## src/rtl/eerd_pkg.sv

```systemverilog
package eerd_pkg;

   typedef enum logic [3:0] {
      ST_IDLE    = 4'd0,
      ST_ENA     = 4'd1,
      ST_CSEL    = 4'd2,
      ST_CMD_SET = 4'd3,
      ST_CMD_HI  = 4'd4,
      ST_CMD_LO  = 4'd5,
      ST_DAT_HI  = 4'd6,
      ST_DAT_LO  = 4'd7,
      ST_CSOFF   = 4'd8,
      ST_DIS     = 4'd9
   } eerd_state_e;

   typedef struct packed {
      logic en;
      logic cs;
      logic sk;
      logic di;
   } eerd_pins_t;

   function automatic int unsigned eerd_max(input int unsigned a, input int unsigned b);
      return (a > b) ? a : b;
   endfunction

endpackage

```

## src/rtl/eerd_tick_gen.sv

```systemverilog
module eerd_tick_gen #(
   parameter int unsigned HALF_PERIOD = 4
) (
   input  logic clk,
   input  logic rst_n,
   input  logic run_i,
   output logic tick_o
);

   generate
      if (HALF_PERIOD == 1) begin : g_every_cycle
         assign tick_o = run_i;
      end else begin : g_divider
         localparam int unsigned CNT_W = $clog2(HALF_PERIOD);
         localparam logic [CNT_W-1:0] LAST = CNT_W'(HALF_PERIOD - 1);
         logic [CNT_W-1:0] cnt_q;

         always_ff @(posedge clk or negedge rst_n) begin
            if (!rst_n) begin
               cnt_q <= '0;
            end else if (!run_i || cnt_q == LAST) begin
               cnt_q <= '0;
            end else begin
               cnt_q <= cnt_q + 1'b1;
            end
         end

         assign tick_o = run_i && (cnt_q == LAST);
      end
   endgenerate

endmodule

```

## src/rtl/eerd_cmd_mux.sv

```systemverilog
module eerd_cmd_mux #(
   parameter int unsigned OPC_W  = 3,
   parameter int unsigned ADDR_W = 6,
   parameter int unsigned BIT_W  = 4,
   parameter logic [OPC_W-1:0] OPCODE = 3'b110
) (
   input  logic [ADDR_W-1:0] addr_i,
   input  logic [BIT_W-1:0]  idx_i,
   output logic              bit_o
);

   localparam int unsigned CMD_W = OPC_W + ADDR_W;
   localparam int unsigned SLOTS = 2 ** BIT_W;

   logic [CMD_W-1:0] cmd;
   logic [SLOTS-1:0] order;

   assign cmd = {OPCODE, addr_i};

   // order[k] is the k-th bit on the wire: MSB of the command first
   generate
      for (genvar g = 0; g < SLOTS; g++) begin : g_slot
         if (g < CMD_W) begin : g_used
            assign order[g] = cmd[CMD_W-1-g];
         end else begin : g_pad
            assign order[g] = 1'b0;
         end
      end
   endgenerate

   assign bit_o = order[idx_i];

endmodule

```

## src/rtl/eerd_rx_shift.sv

```systemverilog
module eerd_rx_shift #(
   parameter int unsigned DATA_W = 16
) (
   input  logic              clk,
   input  logic              rst_n,
   input  logic              shift_i,
   input  logic              bit_i,
   output logic [DATA_W-1:0] data_o
);

   logic [DATA_W-1:0] sr_q;

   // MSB arrives first, so each new bit enters at the bottom
   always_ff @(posedge clk or negedge rst_n) begin
      if (!rst_n) begin
         sr_q <= '0;
      end else if (shift_i) begin
         sr_q <= {sr_q[DATA_W-2:0], bit_i};
      end
   end

   assign data_o = sr_q;

endmodule

```

## src/rtl/eerd_seq.sv

```systemverilog
module eerd_seq
   import eerd_pkg::*;
#(
   parameter int unsigned ADDR_W = 6,
   parameter int unsigned CMD_W  = 9,
   parameter int unsigned DATA_W = 16,
   parameter int unsigned BIT_W  = 4
) (
   input  logic              clk,
   input  logic              rst_n,
   input  logic              start_i,
   input  logic [ADDR_W-1:0] addr_i,
   input  logic [ADDR_W-1:0] words_m1_i,
   input  logic              tick_i,
   output eerd_state_e       state_o,
   output logic [BIT_W-1:0]  bit_idx_o,
   output logic [ADDR_W-1:0] addr_o,
   output logic              sample_o,
   output logic              valid_o,
   output logic              done_o
);

   localparam logic [BIT_W-1:0] CMD_LAST = BIT_W'(CMD_W - 1);
   localparam logic [BIT_W-1:0] DAT_LAST = BIT_W'(DATA_W - 1);

   eerd_state_e       state_q;
   logic [BIT_W-1:0]  bit_q;
   logic [ADDR_W-1:0] addr_q;
   logic [ADDR_W-1:0] left_q;
   logic              valid_q;
   logic              done_q;

   always_ff @(posedge clk or negedge rst_n) begin
      if (!rst_n) begin
         state_q <= ST_IDLE;
         bit_q   <= '0;
         addr_q  <= '0;
         left_q  <= '0;
         valid_q <= 1'b0;
         done_q  <= 1'b0;
      end else begin
         valid_q <= 1'b0;
         done_q  <= 1'b0;
         if (state_q == ST_IDLE) begin
            if (start_i) begin
               state_q <= ST_ENA;
               addr_q  <= addr_i;
               left_q  <= words_m1_i;
               bit_q   <= '0;
            end
         end else if (tick_i) begin
            unique case (state_q)
               ST_ENA:     state_q <= ST_CSEL;
               ST_CSEL: begin
                  state_q <= ST_CMD_SET;
                  bit_q   <= '0;
               end
               ST_CMD_SET: state_q <= ST_CMD_HI;
               ST_CMD_HI:  state_q <= ST_CMD_LO;
               ST_CMD_LO: begin
                  if (bit_q == CMD_LAST) begin
                     state_q <= ST_DAT_HI;
                     bit_q   <= '0;
                  end else begin
                     state_q <= ST_CMD_SET;
                     bit_q   <= bit_q + 1'b1;
                  end
               end
               ST_DAT_HI:  state_q <= ST_DAT_LO;
               ST_DAT_LO: begin
                  if (bit_q == DAT_LAST) begin
                     state_q <= ST_CSOFF;
                     valid_q <= 1'b1;
                  end else begin
                     state_q <= ST_DAT_HI;
                     bit_q   <= bit_q + 1'b1;
                  end
               end
               ST_CSOFF: begin
                  if (left_q == '0) begin
                     state_q <= ST_DIS;
                  end else begin
                     state_q <= ST_CSEL;
                     left_q  <= left_q - 1'b1;
                     addr_q  <= addr_q + 1'b1;
                  end
               end
               ST_DIS: begin
                  state_q <= ST_IDLE;
                  done_q  <= 1'b1;
               end
               default:    state_q <= ST_IDLE;
            endcase
         end
      end
   end

   assign state_o   = state_q;
   assign bit_idx_o = bit_q;
   assign addr_o    = addr_q;
   assign sample_o  = tick_i && (state_q == ST_DAT_HI);
   assign valid_o   = valid_q;
   assign done_o    = done_q;

endmodule

```

## src/rtl/eeprom_burst_reader.sv

```systemverilog
module eeprom_burst_reader
   import eerd_pkg::*;
#(
   parameter int unsigned HALF_PERIOD = 4,
   parameter int unsigned ADDR_W      = 6,
   parameter int unsigned DATA_W      = 16,
   parameter int unsigned OPC_W       = 3,
   parameter logic [OPC_W-1:0] OPCODE = 3'b110
) (
   input  logic              clk,
   input  logic              rst_n,
   input  logic              start_i,
   input  logic [ADDR_W-1:0] start_addr_i,
   input  logic [ADDR_W-1:0] words_m1_i,
   output logic              busy_o,
   output logic              done_o,
   output logic              word_valid_o,
   output logic [DATA_W-1:0] word_data_o,
   output logic [ADDR_W-1:0] word_addr_o,
   output logic              ee_en_o,
   output logic              ee_cs_o,
   output logic              ee_sk_o,
   output logic              ee_di_o,
   input  logic              ee_do_i
);

   localparam int unsigned CMD_W = OPC_W + ADDR_W;
   localparam int unsigned BIT_W = $clog2(eerd_max(CMD_W, DATA_W));

   generate
      if (HALF_PERIOD < 1 || HALF_PERIOD > 65535) begin : g_bad_half
         $error("HALF_PERIOD must lie in 1..65535");
      end
      if (ADDR_W < 1 || DATA_W < 2 || OPC_W < 1) begin : g_bad_width
         $error("ADDR_W, DATA_W and OPC_W are too small");
      end
   endgenerate

   eerd_state_e       state;
   logic [BIT_W-1:0]  bit_idx;
   logic [ADDR_W-1:0] cur_addr;
   logic              tick;
   logic              sample;
   logic              cmd_bit;
   eerd_pins_t        pins;

   assign busy_o = (state != ST_IDLE);

   eerd_tick_gen #(
      .HALF_PERIOD (HALF_PERIOD)
   ) u_tick (
      .clk    (clk),
      .rst_n  (rst_n),
      .run_i  (busy_o),
      .tick_o (tick)
   );

   eerd_seq #(
      .ADDR_W (ADDR_W),
      .CMD_W  (CMD_W),
      .DATA_W (DATA_W),
      .BIT_W  (BIT_W)
   ) u_seq (
      .clk        (clk),
      .rst_n      (rst_n),
      .start_i    (start_i),
      .addr_i     (start_addr_i),
      .words_m1_i (words_m1_i),
      .tick_i     (tick),
      .state_o    (state),
      .bit_idx_o  (bit_idx),
      .addr_o     (cur_addr),
      .sample_o   (sample),
      .valid_o    (word_valid_o),
      .done_o     (done_o)
   );

   eerd_cmd_mux #(
      .OPC_W  (OPC_W),
      .ADDR_W (ADDR_W),
      .BIT_W  (BIT_W),
      .OPCODE (OPCODE)
   ) u_cmd (
      .addr_i (cur_addr),
      .idx_i  (bit_idx),
      .bit_o  (cmd_bit)
   );

   eerd_rx_shift #(
      .DATA_W (DATA_W)
   ) u_rx (
      .clk     (clk),
      .rst_n   (rst_n),
      .shift_i (sample),
      .bit_i   (ee_do_i),
      .data_o  (word_data_o)
   );

   always_comb begin
      pins = '0;
      unique case (state)
         ST_ENA, ST_CSOFF:      pins.en = 1'b1;
         ST_CSEL, ST_DAT_LO: begin
            pins.en = 1'b1;
            pins.cs = 1'b1;
         end
         ST_DAT_HI: begin
            pins.en = 1'b1;
            pins.cs = 1'b1;
            pins.sk = 1'b1;
         end
         ST_CMD_SET, ST_CMD_LO: begin
            pins.en = 1'b1;
            pins.cs = 1'b1;
            pins.di = cmd_bit;
         end
         ST_CMD_HI: begin
            pins.en = 1'b1;
            pins.cs = 1'b1;
            pins.sk = 1'b1;
            pins.di = cmd_bit;
         end
         default:               pins = '0;
      endcase
   end

   assign word_addr_o = cur_addr;
   assign ee_en_o     = pins.en;
   assign ee_cs_o     = pins.cs;
   assign ee_sk_o     = pins.sk;
   assign ee_di_o     = pins.di;

endmodule

```

## config.mk

```make
export PLATFORM = sky130hd
export DESIGN_NAME = eeprom_burst_reader
export DESIGN_NICKNAME = d
export VERILOG_FILES = /design/src/rtl/eerd_pkg.sv /design/src/rtl/eerd_tick_gen.sv /design/src/rtl/eerd_cmd_mux.sv /design/src/rtl/eerd_rx_shift.sv /design/src/rtl/eerd_seq.sv /design/src/rtl/eeprom_burst_reader.sv
export SDC_FILE = /design/constraint.sdc
export NUM_CORES = 1
export LEC_CHECK = 0
export BUFFER_PORTS_ARGS = -buffer_cell sky130_fd_sc_hd__buf_2
export CORE_ASPECT_RATIO = 0.9
export CORE_MARGIN = 8
export CORE_UTILIZATION = 40
export DETAILED_ROUTE_END_ITERATION = 10
export GPL_TIMING_DRIVEN = 0
export PLACE_DENSITY = 0.66
export SYNTH_ARGS = -nofsm -noshare
export SYNTH_HDL_FRONTEND = slang
export SYNTH_SLANG_ARGS = --single-unit
```

## constraint.sdc

```tcl
create_clock -name clk -period 4.68 [get_ports clk]
set_clock_uncertainty 0.05 [all_clocks]
set_input_delay 0.234 -clock clk [delete_from_list [all_inputs] [get_ports clk]]
set_output_delay 0.234 -clock clk [all_outputs]
set_load 0.01 [all_outputs]
```

==> flow_metrics.env <==
export IMPL_status="finished, final reports clean"
export IMPL_grt_pass1_wl_mm=8.23
export IMPL_clock_latency_ps=290
export IMPL_ff2ff_path_depth=6
export IMPL_syn_inst=219
export IMPL_synth_seq_area_share=0.469
export IMPL_cts_inserted_buffers=5
export IMPL_setup_tns_ps=0
export IMPL_synth_xor_area_share=0.00410
export IMPL_start_kind="register"
export IMPL_critPathSlowestCell="o41ai_2"
export IMPL_ant_nets=0
export IMPL_synth_simple_gate_area_share=0.167
export IMPL_postCtsHoldBufs=0
export IMPL_die_x_um=93
export IMPL_hpwl_mm=3.53
export IMPL_crit_arrival_ps=2310
export IMPL_r2r_start="u_tick.g_divider.cnt_q[0]$_DFF_PN0_"
export IMPL_critPathCaptureType="register"
export IMPL_grt_max_degree=41
export IMPL_synth_nets=241
export IMPL_fin_util=0.492
export IMPL_path_max_fanout=10
export IMPL_synthAdderAreaFrac=0.0352
export IMPL_setup_viol=0
export IMPL_p_sw_frac=0.215
export IMPL_die_h_um=85.3
export IMPL_finalHoldViolCount=0
export IMPL_synth_common_cells="dfrtp_1, nor2_1, o21ai_0"
export IMPL_path_class="reg -> reg"
export IMPL_synthMuxAreaShare=0.108
export IMPL_use_met3=0.0309
export IMPL_post_cts_resized=0
export IMPL_dieArea_um2=7930
export IMPL_grt_overflow=0
export IMPL_io_pins=45
export IMPL_grtUsageTotal=0.128
export IMPL_fin_crit_sh=0.460
export IMPL_pwr_share_comb=0.021
export IMPL_clockBufferDepth=2
export IMPL_routed_wl_mm=4.97
export IMPL_drive_gt1_frac=0.303
export IMPL_grt_pass1_vias=1719
export IMPL_gr_usage_met2=0.193
export IMPL_wl_per_cell_um=14.7
export IMPL_tightest_slew_ps=912
export IMPL_seq_power_share=0.530
export IMPL_maxCapViolCount=0
export IMPL_netlist_area_um2=2130
export IMPL_n_antenna_cell=0
export IMPL_syn_area_per_cell_um2=9.75
export IMPL_ys_ff_latch=40
export IMPL_synthTopCellsByArea="dfrtp_1, mux2_2, o21ai_0, ha_1, nor2_1"
export IMPL_max_freq_mhz=464
export IMPL_place_gp_congestion=0.794
export IMPL_drcViolationCount=0
export IMPL_cp_top_family="compound AO/OA/AOI/OAI gates"
export IMPL_postCtsSetupBuffers=0
export IMPL_rsz0062_at_grt="no"
export IMPL_cts_root_buf="clkbuf_8"
export IMPL_cts_num_sinks=40
export IMPL_internal_power_mw=0.511
export IMPL_synth_cell_type_count=40
export IMPL_top_usage_layer="met2"
export IMPL_r2r_setup_slack_ps=2530
export IMPL_relSlewSlack=0.392
export IMPL_gr_usage_met1=0.168
export IMPL_synth_main_ff_cell="dfrtp_1"
export IMPL_ys_async_sr_fraction=1.00
export IMPL_crit_required_ps=4840
export IMPL_crit_buf_inv=2
export IMPL_path_clk_slew_ps=90
export IMPL_drt_iter0_markers=133
export IMPL_core_area_um2=5190
export IMPL_maxSlewViolCount=0
export IMPL_io_buffers=44
export IMPL_antenna_found_initial=0
export IMPL_p_per_area_nw_per_um2=255
export IMPL_reg2reg_to="u_seq.bit_idx_o[3]$_DFFE_PN0P_"
export IMPL_area_growth_pct=19.7
export IMPL_synth_top_family_by_area="compound AO/OA/AOI/OAI gates"
export IMPL_switchingPower_mw=0.140
export IMPL_ir_drop_mv=0.152
export IMPL_nets=292
export IMPL_fillers=516
export IMPL_drt_first_pass_iters=4
export IMPL_start_util=0.411
export IMPL_hold_class="in -> async"
export IMPL_yosys_warnings=0
export IMPL_via_per_inst=5.22
export IMPL_num_vias=1766
export IMPL_h_tree_depth=2
export IMPL_path_cells="ha_1 -> clkbuf_1 -> inv_1 -> o41ai_2 -> nand2_2 -> o31ai_2"
export IMPL_rows=25
export IMPL_yosysTopAreaCell="dfrtp_1"
export IMPL_p_leak_nw=1.27
export IMPL_synth_top_cell_area_share=0.469
export IMPL_synth_compound_area_frac=0.170
export IMPL_pwr_share_clk=0.448
export IMPL_min_period_ps=2150
export IMPL_synth_most_common_cell="dfrtp_1"
export IMPL_synth_edf_count=0
export IMPL_max_stage_delay_ps=650
export IMPL_cts_tree="built"
[routing by layer]
| metal | part of all wire | vias up |
|---|---|---|
| met5 | 0 | - |
| met1 | 0.47 | 831 |
| met3 | 0.064 | 4 |
| met2 | 0.46 | 50 |
| li1 | - | 881 |
| met4 | 0.012 | 0 |
[power by group through the flow]
stage | clock, mW | sequential (mW) | combinational, mW
2_1_floorplan | 0 | 0.352 | 0.00103
5_1_grt | 0.314 | 0.345 | 0.0160
4_1_cts | 0.303 | 0.345 | 0.0146
3_5_place_dp | 0 | 0.352 | 0.0145
6_report | 0.292 | 0.345 | 0.0139
3_3_place_gp | 0 | 0.352 | 0.0144
[state kept, by name (all words and copies together), names as in the netlist]
register and cells:
u_seq.state_o 4, u_seq.bit_idx_o 4, u_rx.data_o 16, u_seq.done_o 1, u_seq.left_q 6, u_tick.g_divider.cnt_q 2, u_seq.addr_o 6, u_seq.valid_o 1
[logic make-up after synthesis]
logic type,Yosys count
xor+xnor,1
simple gates,72
flops,40
fa+ha+maj,6
mux,21
buf+inv,23
compound gates,56
[per-stage QoR]
| step | power, mW | cell area (µm²) | hold slack (ps) | setup WS (ps) | instances |
|---|---|---|---|---|---|
| CTS | 0.663 | 2550 | 47.5 | 2520 | 338 |
| global route | 0.676 | 2550 | 79.6 | 2360 | 338 |
| finish | 0.651 | 2550 | 14.7 | 2530 | 338 |
| floorplan | 0.353 | 2130 | -112 | 2790 | 219 |
| detailed placement | 0.367 | 2440 | 372 | 2540 | 330 |
| global placement | 0.367 | 2440 | 362 | 2540 | 330 |
[worst max path at each step]
stage,start,endpoint,slack (ps),cells past startpoint
after global placement,u_tick.g_divider.cnt_q[0]$_DFF_PN0_,u_seq.bit_idx_o[3]$_DFFE_PN0P_,2540,6
after CTS,u_seq.state_o[2]$_DFFE_PN0P_,busy_o,2520,4
after global routing,u_tick.g_divider.cnt_q[0]$_DFF_PN0_,u_seq.bit_idx_o[3]$_DFFE_PN0P_,2360,6
after detailed placement,u_tick.g_divider.cnt_q[0]$_DFF_PN0_,u_seq.bit_idx_o[3]$_DFFE_PN0P_,2540,6
after floorplan,u_seq.state_o[3]$_DFFE_PN0P_,u_rx.data_o[10]$_DFFE_PN0P_,2790,6
final,u_tick.g_divider.cnt_q[0]$_DFF_PN0_,u_seq.bit_idx_o[3]$_DFFE_PN0P_,2530,6
[layout by cell type (no fill, tap or decap), drive strengths merged, types with 4 or more instances in the layout]
cell type / synthesis / routed
buf: 7 / 51
nor2b: 5 / 5
mux2: 16 / 16
a211oi: 4 / 4
a21oi: 12 / 12
a31oi: 5 / 5
dfrtp: 40 / 40
nor2: 20 / 20
nand2: 15 / 15
mux2i: 5 / 5
nor3: 11 / 11
inv: 11 / 11
nand3: 8 / 8
ha: 6 / 6
o21ai: 20 / 20
clkbuf: 5 / 10
[layout make-up]
type                       count  area (µm²)  share of cell area
buffer                        12        58.8              0.0230
clock buffer                   5        68.8              0.0269
clock inverter                 3        47.5              0.0186
inverter                      11        41.3              0.0162
multi-input combinational    156        1030               0.405
sequential                    40        1000               0.392
tap                           67        83.8              0.0328
timing repair buffer          44         220              0.0862
Note: power is estimated with default switching activity, not from simulation.
